**config.mk**
```make
export PLATFORM = sky130hd
export DESIGN_NAME = acc_cpu
export DESIGN_NICKNAME = d
export VERILOG_FILES = /design/src/rtl/cpu_pkg.sv /design/src/rtl/cpu_decode.sv /design/src/rtl/cpu_alu.sv /design/src/rtl/cpu_regs.sv /design/src/rtl/acc_cpu.sv
export SDC_FILE = /design/constraint.sdc
export NUM_CORES = 1
export LEC_CHECK = 0
export BUFFER_PORTS_ARGS = -buffer_cell sky130_fd_sc_hd__buf_4
export CAP_MARGIN = 5
export CORE_MARGIN = 2
export CORE_UTILIZATION = 58
export CTS_BUF_LIST = sky130_fd_sc_hd__clkbuf_8
export CTS_CLUSTER_SIZE = 12
export DETAILED_ROUTE_END_ITERATION = 6
export PLACE_DENSITY = 0.79
export SYNTH_ARGS = -nofsm -noshare
export SYNTH_HDL_FRONTEND = slang
export SYNTH_SLANG_ARGS = --single-unit
```
**constraint.sdc**
```tcl
create_clock -name clk_i -period 4.7 [get_ports clk_i]
set_input_delay 0.705 -clock clk_i [delete_from_list [all_inputs] [get_ports clk_i]]
set_output_delay 0.705 -clock clk_i [all_outputs]
set_load 0.05 [all_outputs]
```
**src/rtl/cpu_pkg.sv**
```systemverilog
package cpu_pkg;
  localparam int WORD_W = 16;
  localparam int BYTE_W = 8;
  localparam int ADDR_W = 16;

  typedef enum logic [1:0] {K_STOP, K_UNARY, K_NONUN, K_ILL} kind_e;
  typedef enum logic [3:0] {
    OP_LD, OP_LDB, OP_ST, OP_ADD, OP_SUB, OP_AND, OP_OR, OP_NOT, OP_NEG
  } op_e;

  typedef struct packed {
    kind_e kind;
    op_e   op;
    logic  rsel;
    logic  direct;
  } dec_t;

  typedef enum logic [3:0] {
    S_F0, S_F1, S_O1, S_O2, S_R0, S_R1, S_R2, S_W0, S_W1, S_HALT
  } state_e;
endpackage

```
**src/rtl/cpu_decode.sv**
```systemverilog
module cpu_decode
  import cpu_pkg::*;
(
  input  logic [BYTE_W-1:0] spec_i,
  output dec_t              dec_o
);
  logic nonun;
  op_e  op_v;

  always_comb begin
    nonun = 1'b1;
    op_v  = OP_LD;
    unique case (spec_i[7:4])
      4'h7: op_v = OP_ADD;
      4'h8: op_v = OP_SUB;
      4'h9: op_v = OP_AND;
      4'hA: op_v = OP_OR;
      4'hC: op_v = OP_LD;
      4'hD: op_v = OP_LDB;
      4'hE: op_v = OP_ST;
      default: nonun = 1'b0;
    endcase
  end

  always_comb begin
    dec_o = '{kind: K_ILL, op: op_v, rsel: spec_i[3], direct: spec_i[0]};
    if (spec_i == '0) begin
      dec_o.kind = K_STOP;
    end else if (spec_i[7:2] == 6'b0001_10) begin
      dec_o.kind = K_UNARY;
      dec_o.op   = spec_i[1] ? OP_NEG : OP_NOT;
      dec_o.rsel = spec_i[0];
    end else if (nonun && spec_i[2:1] == 2'b00 && !(op_v == OP_ST && !spec_i[0])) begin
      dec_o.kind = K_NONUN;
    end
  end
endmodule

```
**src/rtl/cpu_alu.sv**
```systemverilog
module cpu_alu
  import cpu_pkg::*;
(
  input  op_e               op_i,
  input  logic [WORD_W-1:0] r_i,
  input  logic [WORD_W-1:0] b_i,
  input  logic [3:0]        flags_i,
  output logic [WORD_W-1:0] res_o,
  output logic [3:0]        flags_o
);
  logic [WORD_W-1:0] b_eff;
  logic [WORD_W:0]   sum;
  logic              is_arith;

  always_comb begin
    is_arith = (op_i == OP_ADD) || (op_i == OP_SUB);
    b_eff    = (op_i == OP_SUB) ? ~b_i : b_i;
    sum      = {1'b0, r_i} + {1'b0, b_eff} + {{WORD_W{1'b0}}, (op_i == OP_SUB)};
    unique case (op_i)
      OP_LD:   res_o = b_i;
      OP_LDB:  res_o = {r_i[WORD_W-1:BYTE_W], b_i[BYTE_W-1:0]};
      OP_AND:  res_o = r_i & b_i;
      OP_OR:   res_o = r_i | b_i;
      OP_NOT:  res_o = ~r_i;
      OP_NEG:  res_o = -r_i;
      OP_ADD, OP_SUB: res_o = sum[WORD_W-1:0];
      default: res_o = r_i;
    endcase
    flags_o    = flags_i;
    flags_o[3] = res_o[WORD_W-1];
    flags_o[2] = (res_o == '0);
    if (is_arith) begin
      flags_o[1] = (r_i[WORD_W-1] == b_eff[WORD_W-1]) && (res_o[WORD_W-1] != r_i[WORD_W-1]);
      flags_o[0] = sum[WORD_W];
    end
  end
endmodule

```
**src/rtl/cpu_regs.sv**
```systemverilog
module cpu_regs
  import cpu_pkg::*;
(
  input  logic              clk_i,
  input  logic              rst_ni,
  input  logic              we_i,
  input  logic              rsel_i,
  input  logic [WORD_W-1:0] wdata_i,
  input  logic [3:0]        flags_i,
  output logic [WORD_W-1:0] a_o,
  output logic [WORD_W-1:0] x_o,
  output logic [3:0]        flags_o
);
  always_ff @(posedge clk_i or negedge rst_ni) begin
    if (!rst_ni) begin
      a_o     <= '0;
      x_o     <= '0;
      flags_o <= '0;
    end else if (we_i) begin
      if (rsel_i) x_o <= wdata_i;
      else        a_o <= wdata_i;
      flags_o <= flags_i;
    end
  end
endmodule

```
**src/rtl/acc_cpu.sv**
```systemverilog
module acc_cpu
  import cpu_pkg::*;
#(
  parameter logic [ADDR_W-1:0] RESET_PC = '0
) (
  input  logic              clk_i,
  input  logic              rst_ni,
  output logic [ADDR_W-1:0] mem_addr_o,
  output logic [BYTE_W-1:0] mem_wdata_o,
  output logic              mem_we_o,
  input  logic [BYTE_W-1:0] mem_rdata_i,
  output logic              halted_o,
  output logic              illegal_o,
  output logic [3:0]        flags_o
);
  state_e            state_q, state_d;
  logic [ADDR_W-1:0] pc_q, pc_d;
  logic [BYTE_W-1:0] ir_q, ir_d;
  logic [WORD_W-1:0] opnd_q, opnd_d;
  logic [BYTE_W-1:0] dhi_q, dhi_d;
  logic              ill_q, ill_d;

  logic [BYTE_W-1:0] dec_in;
  dec_t              dec;
  logic              exec;
  logic [WORD_W-1:0] exec_b, rval, alu_res, reg_a, reg_x;
  logic [3:0]        alu_flags;
  logic [ADDR_W-1:0] ea;

  assign dec_in = (state_q == S_F1) ? mem_rdata_i : ir_q;
  assign ea     = opnd_q;

  cpu_decode u_dec (.spec_i(dec_in), .dec_o(dec));

  assign rval = dec.rsel ? reg_x : reg_a;

  cpu_alu u_alu (
    .op_i(dec.op), .r_i(rval), .b_i(exec_b), .flags_i(flags_o),
    .res_o(alu_res), .flags_o(alu_flags)
  );

  cpu_regs u_regs (
    .clk_i, .rst_ni,
    .we_i(exec && dec.op != OP_ST), .rsel_i(dec.rsel),
    .wdata_i(alu_res), .flags_i(alu_flags),
    .a_o(reg_a), .x_o(reg_x), .flags_o(flags_o)
  );

  always_comb begin
    state_d     = state_q;
    pc_d        = pc_q;
    ir_d        = ir_q;
    opnd_d      = opnd_q;
    dhi_d       = dhi_q;
    ill_d       = ill_q;
    exec        = 1'b0;
    exec_b      = '0;
    mem_addr_o  = pc_q;
    mem_we_o    = 1'b0;
    mem_wdata_o = '0;
    unique case (state_q)
      S_F0: state_d = S_F1;
      S_F1: begin
        mem_addr_o = pc_q + ADDR_W'(1);
        ir_d       = mem_rdata_i;
        unique case (dec.kind)
          K_STOP:  state_d = S_HALT;
          K_ILL: begin
            state_d = S_HALT;
            ill_d   = 1'b1;
          end
          K_UNARY: begin
            exec    = 1'b1;
            pc_d    = pc_q + ADDR_W'(1);
            state_d = S_F0;
          end
          default: state_d = S_O1;
        endcase
      end
      S_O1: begin
        mem_addr_o             = pc_q + ADDR_W'(2);
        opnd_d[WORD_W-1:BYTE_W] = mem_rdata_i;
        state_d                = S_O2;
      end
      S_O2: begin
        pc_d               = pc_q + ADDR_W'(3);
        opnd_d[BYTE_W-1:0] = mem_rdata_i;
        if (!dec.direct) begin
          exec    = 1'b1;
          exec_b  = {opnd_q[WORD_W-1:BYTE_W], mem_rdata_i};
          state_d = S_F0;
        end else if (dec.op == OP_ST) begin
          state_d = S_W0;
        end else begin
          state_d = S_R0;
        end
      end
      S_R0: begin
        mem_addr_o = ea;
        state_d    = S_R1;
      end
      S_R1: begin
        mem_addr_o = ea + ADDR_W'(1);
        if (dec.op == OP_LDB) begin
          exec    = 1'b1;
          exec_b  = {{(WORD_W-BYTE_W){1'b0}}, mem_rdata_i};
          state_d = S_F0;
        end else begin
          dhi_d   = mem_rdata_i;
          state_d = S_R2;
        end
      end
      S_R2: begin
        exec    = 1'b1;
        exec_b  = {dhi_q, mem_rdata_i};
        state_d = S_F0;
      end
      S_W0: begin
        mem_addr_o  = ea;
        mem_we_o    = 1'b1;
        mem_wdata_o = rval[WORD_W-1:BYTE_W];
        state_d     = S_W1;
      end
      S_W1: begin
        mem_addr_o  = ea + ADDR_W'(1);
        mem_we_o    = 1'b1;
        mem_wdata_o = rval[BYTE_W-1:0];
        state_d     = S_F0;
      end
      default: state_d = S_HALT;
    endcase
  end

  always_ff @(posedge clk_i or negedge rst_ni) begin
    if (!rst_ni) begin
      state_q <= S_F0;
      pc_q    <= RESET_PC;
      ir_q    <= '0;
      opnd_q  <= '0;
      dhi_q   <= '0;
      ill_q   <= 1'b0;
    end else begin
      state_q <= state_d;
      pc_q    <= pc_d;
      ir_q    <= ir_d;
      opnd_q  <= opnd_d;
      dhi_q   <= dhi_d;
      ill_q   <= ill_d;
    end
  end

  assign halted_o  = (state_q == S_HALT);
  assign illegal_o = ill_q;
endmodule

```
# ---- Word level (Yosys, flattened, before mapping)
# Cells that the tools add are included.
dict set report totals {
  reg_bits 89
  latch_bits 0
  mem_bits_rw 0
  romBits 0
  out_inout_bits 31
  elab_cells 113
  n_memories 0
}
dict set report op_classes {
  addsub 7
  multipliers 0
  div 0
  n_lt_le_gt_ge 0
  n_eq_ne 32
  shifts 0
  mux 29
  n_bitwise 6
  reduce_logical 28
}
# cell n
set op_table {}
lappend op_table {{$pmux 16 s7} 1}
lappend op_table {{$mux 16} 4}
lappend op_table {{$pmux 16 s4} 1}
lappend op_table {{$pmux 16 s3} 1}
lappend op_table {{$eq 4x3->1 const B} 9}
lappend op_table {{$eq 4x4->1 const B} 9}
lappend op_table {{$add 16x1->16 const B} 2}
lappend op_table {{$add 16x2->16 const B} 2}
lappend op_table {{$not 16->16} 2}
lappend op_table {{$pmux 16 s2} 1}
lappend op_table {{$pmux 4 s8} 1}
lappend op_table {{$pmux 3 s6} 1}
lappend op_table {{$add 16x16->17} 1}
lappend op_table {{$add 17x1->17} 1}
lappend op_table {{$and 16x16->16} 1}
lappend op_table {{$eq 4x2->1 const B} 4}
lappend op_table {{$logic_not 16->1} 1}
lappend op_table {{$mux 8} 2}
lappend op_table {{$neg 16->16} 1}
lappend op_table {{$or 16x16->16} 1}
lappend op_table {{$pmux 8 s2} 1}
lappend op_table {{$reduce_and 2->1} 6}
lappend op_table {{$reduce_or 2->1} 6}
lappend op_table {{$mux 5} 2}
lappend op_table {{24 further kinds} 41}

# ---- Depth between registers and ports, before layout
dict set report depth {
  depth_word 16
  depth_mapped 19
  ltp_nobuf 17
}

# ---- Modules after synthesis
# From an unflattened synthesis, not the netlist that was laid out.
dict set report unflattened {
  hier_cells 975
  hier_area_um2 8254.2
}
# mod n_inst cells_per_inst area_each_um2 seq_area_each_um2
set by_module_without_submodules {}
lappend by_module_without_submodules {acc_cpu 1 494 4101.4 1326.3}
lappend by_module_without_submodules {cpu_alu 1 377 2561.2 0.0}
lappend by_module_without_submodules {cpu_regs 1 78 1413.9 900.9}
lappend by_module_without_submodules {cpu_decode 1 26 177.7 0.0}

# ---- Worst setup path after synthesis
# Ideal clock, no wire load.
dict set report synth_timing {
  path_kind {in2reg}
  startpoint {in mem_rdata_i[7]}
  endpoint {reg u_regs.flags_o[1]}
  setup_ns 0.103
  t_arrival_ns 4.769
  required_ns 4.597
  slack_ns -0.173
  cell_stages 15
  n_path_buf 2
  cell_sequence {buf_2 -> or4b_2 -> mux2i_2 -> clkbuf_1 -> xnor2_1 -> ha_1 -> nand4_1 -> or2_2 -> a211o_1 -> a211oi_2 -> o31ai_1 -> a311oi_1 -> o21ai_2 -> mux2_4 -> o41ai_2}
}
dict set report synth_between {
  elab_chain_len 15
}
# element line_no
set synth_rtl {}
lappend synth_rtl {{from (decl)} acc_cpu.sv:11} ;# input logic [BYTE_W-1:0] mem_rdata_i,
lappend synth_rtl {{$mux 8} n/a}
lappend synth_rtl {{$eq 4x4->1 or $eq 4x3->1 (tied branches)} cpu_decode.sv:13} ;# unique case (spec_i[7:4])
lappend synth_rtl {{$pmux 3 s6} cpu_decode.sv:13}
lappend synth_rtl {{$mux 5 or $eq 3x2->1 (tied branches)} {cpu_decode.sv:29, cpu_decode.sv:33}}
lappend synth_rtl {{$mux 5 or $logic_and 1x1->1 (tied branches)} {cpu_decode.sv:27, cpu_decode.sv:33}}
lappend synth_rtl {{$eq 4x1->1 or $logic_not 1->1 (tied branches)} {cpu_alu.sv:19, acc_cpu.sv:104, cpu_decode.sv:33}}
lappend synth_rtl {{$mux 8 or $logic_and 1x1->1 (tied branches)} {acc_cpu.sv:104, cpu_decode.sv:33}}
lappend synth_rtl {{$pmux 16 s3 or $mux 1 (tied branches)} {acc_cpu.sv:61, cpu_decode.sv:33}}
lappend synth_rtl {{$not 16->16 or $mux 2 (tied branches)} {cpu_alu.sv:17, cpu_decode.sv:29}}
lappend synth_rtl {{$mux 16 or $mux 2 (tied branches)} {cpu_alu.sv:17, cpu_decode.sv:27}}
lappend synth_rtl {{$add 16x16->17 or $eq 2x1->1 (tied branches)} {cpu_alu.sv:18, acc_cpu.sv:66}}
lappend synth_rtl {{$add 17x1->17 or $mux 1 (tied branches)} {cpu_alu.sv:18, acc_cpu.sv:66}}
lappend synth_rtl {{$pmux 16 s7 or $pmux 1 s4 (tied branches)} {cpu_alu.sv:19, acc_cpu.sv:61}}
lappend synth_rtl {{$ne 1x1->1 or $logic_and 1x1->1 (tied branches)} {cpu_alu.sv:33, acc_cpu.sv:44}}
lappend synth_rtl {{$logic_and 1x1->1 or $reduce_and 2->1 (tied branches)} n/a}
lappend synth_rtl {{to (signal assigned)} cpu_regs.sv:22} ;# flags_o <= flags_i;
lappend synth_rtl {{to (decl)} cpu_regs.sv:12} ;# output logic [3:0] flags_o
# Parallel ways exist; a longest one is shown, timed or not.
# A chain may end at the register's enable or synchronous reset.

# ---- Worst setup path in the final report
dict set report layout_timing {
  startpoint {reg ir_q[2]}
  endpoint {reg u_regs.flags_o[2]}
}
dict set report layout_between {
  elab_chain_len 13
}
# element line_no
set layout_rtl {}
lappend layout_rtl {{from (decl)} acc_cpu.sv:18} ;# logic [BYTE_W-1:0] ir_q, ir_d;
lappend layout_rtl {{from (signal assigned)} acc_cpu.sv:145} ;# ir_q <= ir_d;
lappend layout_rtl {{$mux 8 *} n/a}
lappend layout_rtl {{$eq 6x3->1} cpu_decode.sv:29} ;# end else if (spec_i[7:2] == 6'b0001_10) begin
lappend layout_rtl {{$mux 5} cpu_decode.sv:29}
lappend layout_rtl {{$mux 5} cpu_decode.sv:27} ;# if (spec_i == '0) begin
lappend layout_rtl {{$eq 4x1->1} {cpu_alu.sv:19, acc_cpu.sv:104}}
lappend layout_rtl {{$mux 8} acc_cpu.sv:104} ;# if (dec.op == OP_LDB) begin
lappend layout_rtl {{$pmux 16 s3} acc_cpu.sv:61} ;# unique case (state_q)
lappend layout_rtl {{$not 16->16} cpu_alu.sv:17} ;# b_eff = (op_i == OP_SUB) ? ~b_i : b_i;
lappend layout_rtl {{$mux 16} cpu_alu.sv:17}
lappend layout_rtl {{$add 16x16->17} cpu_alu.sv:18} ;# sum = {1'b0, r_i} + {1'b0, b_eff} + {{WORD_W{1'b0}}, (op_i == OP_SUB)};
lappend layout_rtl {{$add 17x1->17} cpu_alu.sv:18}
lappend layout_rtl {{$pmux 16 s7} cpu_alu.sv:19} ;# unique case (op_i)
lappend layout_rtl {{$logic_not 16->1} cpu_alu.sv:31} ;# flags_o[2] = (res_o == '0);
# Every way passes the cells marked *; elsewhere a longest branch is shown, timed or not.

==> reports/results.ini <==
[status]
outcome = finished, final reports clean

[job]
cap_viol_max_count = 0

[timing]
holdWs_ps = 326
setup_viol = 0
rsz0062_at_grt = true
period_needed_ps = 4560
hold_violations = 0
tightest_slew_ps = 1030
slew_violations = 0
setup_ws_ps = 143
slew_headroom_pct = 29.6
max_freq_mhz = 219
finalCritPeriodShare_pct = 97.0
finClkSkew_ps = 21.9

[die]
core_mm2 = 0.0138
initial_core_util_pct = 59.0
fp.dieH_um = 122
fp.dieW_um = 122
rows = 43
ios = 41
die_area_mm2 = 0.0150

[clocking]
cts_buffers = 9
clk_pin_slew_worst_paths_ps = 120
cts.sinks = 89
worstSkewPairLatency_ps = 410
clockRootBuffer = clkbuf_8
htreeDepth = 3
clock_path_buffers = 2
cts_tree = done

[synthesis]
yosysTopAreaCell = dfrtp_1
avgSynthCellArea_um2 = 7.73
synth_area_leaders = dfrtp_1, nand2_1, o21ai_0, a21oi_1, xnor2_1
synth.most_common_cell = nand2_1
synth.cell_area_mm2 = 0.00813
synth_ff_type = dfrtp_1
ys_types = 93
synth_nets = 1085
synth_seq_cells = 89
synthArstFlopShare_pct = 100
netlist_instances = 1051
synth_top_area_share_pct = 27.4
yosysWarningCount = 0
synth-edff-count = 0
synth_common_cells = nand2_1, dfrtp_1, o21ai_0, nor2_1, a21oi_1
yosysSeqAreaShare_pct = 27.4

[detailed_routing]
dr_total_vias = 8931
wl_per_cell_um = 21.1
drcViolationCount = 0
highest_layer = met5
firstDrtPassIters = 5
ant_nets = 0
routed_via_density = 6.65
met2_length_mm = 12.2
drt-initial-drc-count = 1084
dr_wl_met3_mm = 2.88
wl_met1_mm = 12.0
routed_wl_mm = 28.3

[power_and_ir_drop]
swShare_pct = 27.4
peakVddDrop_v = 0.000146
p_sw_uw = 405
cellPowerDensity_mw_per_mm2 = 154
power.total_uw = 1480
power.leakage_uw = 0.00420
p_clk_share_pct = 40.4
seqPwrFrac_pct = 52.5
combPwrFrac_pct = 7.1
p_int_uw = 1070

[placed_design]
gp_congestion = 1.03
hpwl_mm = 21.1
port-buffer-count = 40
place_ws_ps = -244

[hold_path]
hp-class = in2async

[worst_setup_path]
end_kind = register
crit_top_cell = buf_4
crit_path_max_fanout = 10
cp_cell_sequence = or4_4, o211a_4, nor2_8, buf_4, mux2i_1, inv_2, ha_1, nand4_1, o21ba_2, nor4_1, a2bb2oi_1, o221ai_1, nor4_1, buf_4, nor4b_1, buf_4, nand4b_1, o21ai_1
cpMaxStageDelayCell = or4_4
worstSetupPathType = reg2reg
crit_required_ps = 5020
critPathMaxStageDelay_ps = 580
cp-start-kind = register
worstPathArrival_ps = 4880

[grt]
grt_pass1_vias = 8311
grt.total_usage_pct = 38.5
grt_max_degree = 50
grt_overflow = 0
antenna_found_initial = 0
grt_pass1_wl_mm = 44.4

[finish]
fin_util_pct = 69.4
drive_gt1_share_pct = 20.9
nets = 1193
area_delta_synth_final_pct = 17.7
diodes = 0

-- worst max-delay path: cells and delay by family, from the launching register on --
family,cells,cell delay (ps)
muxes,1,340
buffers and inverters,4,630
AOI/OAI and AO/OA,5,1100
DFF,1,420
and+or+nand+nor,7,1620
adders and majority gates,1,340
-- what timing repair did --
action | CTS | global route
hold endpoints to repair | 0 | 0
hold buffers | 0 | 0
resized for setup | 0 | 11
endpoints found under the setup margin | 0 | 3
setup buffers | 0 | 1
-- power groups by stage --
| stage | clock (uW) | combinational [uW] | sequential, uW |
|---|---|---|---|
| 2_1_floorplan | 0 | 43.9 | 789 |
| 3_3_place_gp | 0 | 99.9 | 790 |
| 3_5_place_dp | 0 | 102 | 790 |
| 4_1_cts | 589 | 102 | 775 |
| 5_1_grt | 617 | 113 | 776 |
| 6_report | 596 | 105 | 775 |
-- state kept, by name (all words and copies together), names as in the netlist --
name            cells
pc_q               16
dhi_q               8
illegal_o           1
state_q             4
ea                 16
u_regs.a_o         16
u_regs.flags_o      4
u_regs.x_o         16
ir_q                8
-- kinds of logic (layout without fill, tap and decap cells) --
group / count (synthesis) / count (layout) / synth area share [%]
multiplexers: 45 / 45 / 6.10
XOR/XNOR: 48 / 48 / 5.17
adder cells (fa/ha/maj): 24 / 24 / 3.79
AND/OR/NAND/NOR: 427 / 427 / 26.2
AO/OA/AOI/OAI: 321 / 321 / 26.5
flip-flops: 89 / 89 / 27.4
buffers and inverters: 97 / 210 / 4.86
-- path summary, 6_finish.rpt --
kind | startpoint | slack, ps | cells past startpoint | end
max | ir_q[2] | 140 | 18 | u_regs.flags_o[2]
min | rst_ni | 330 | 1 | dhi_q[5]
max reg2reg | ir_q[2] | 140 | 18 | u_regs.flags_o[2]
min reg2reg | illegal_o | 470 | 1 | illegal_o
max in group asynchronous | rst_ni | 3380 | 2 | u_regs.a_o[3]
min in group clk_i | illegal_o | 470 | 1 | illegal_o
-- area by class of cell --
class | count | area [um2]
Inverter | 33 | 124
Clock buffer | 10 | 138
Fill cell | 1155 | 4210
Timing Repair Buffer | 161 | 1210
Tap cell | 180 | 225
Multi-Input combinational cell | 865 | 5580
Clock inverter | 6 | 66.3
Sequential cell | 89 | 2230
-- cell usage in the layout, fill, tap and decap left out, types with 7 or more instances in the layout --
cell type,n
o22ai_1,12
nor2b_1,8
xnor2_1,37
nor4_1,13
o21ai_0,84
buf_4,161
nand4b_1,8
a21o_1,7
dfrtp_1,88
o21ai_1,11
or3_1,8
ha_1,22
o211ai_1,11
nor3_1,34
nor2_1,82
o31ai_1,7
nand2b_1,17
and3_1,12
clkbuf_8,10
mux2i_1,14
a22oi_1,11
a31oi_1,13
mux2_2,25
inv_1,31
a21oi_1,70
a2111oi_0,8
nand3_1,32
nand2_1,159
o21a_1,7
a211oi_1,11
or2_2,7
xor2_1,11
-- through the flow --
step	TNS [ps]	cells	instance area [um2]
after global placement	-149	1327	9280
after detailed placement	-480	1327	9280
after global routing	-17.8	1344	9570
after floorplan	0	1051	8130
after CTS	0	1343	9490
final	0	1344	9570
-- layer usage --
layer	GRT usage (%)	vias to the layer above
met5	2.78	-
met4	18.8	2
met3	8.22	93
met2	57.1	544
met1	52.9	4206
li1	-	4086
(Power assumes the default switching activity.)
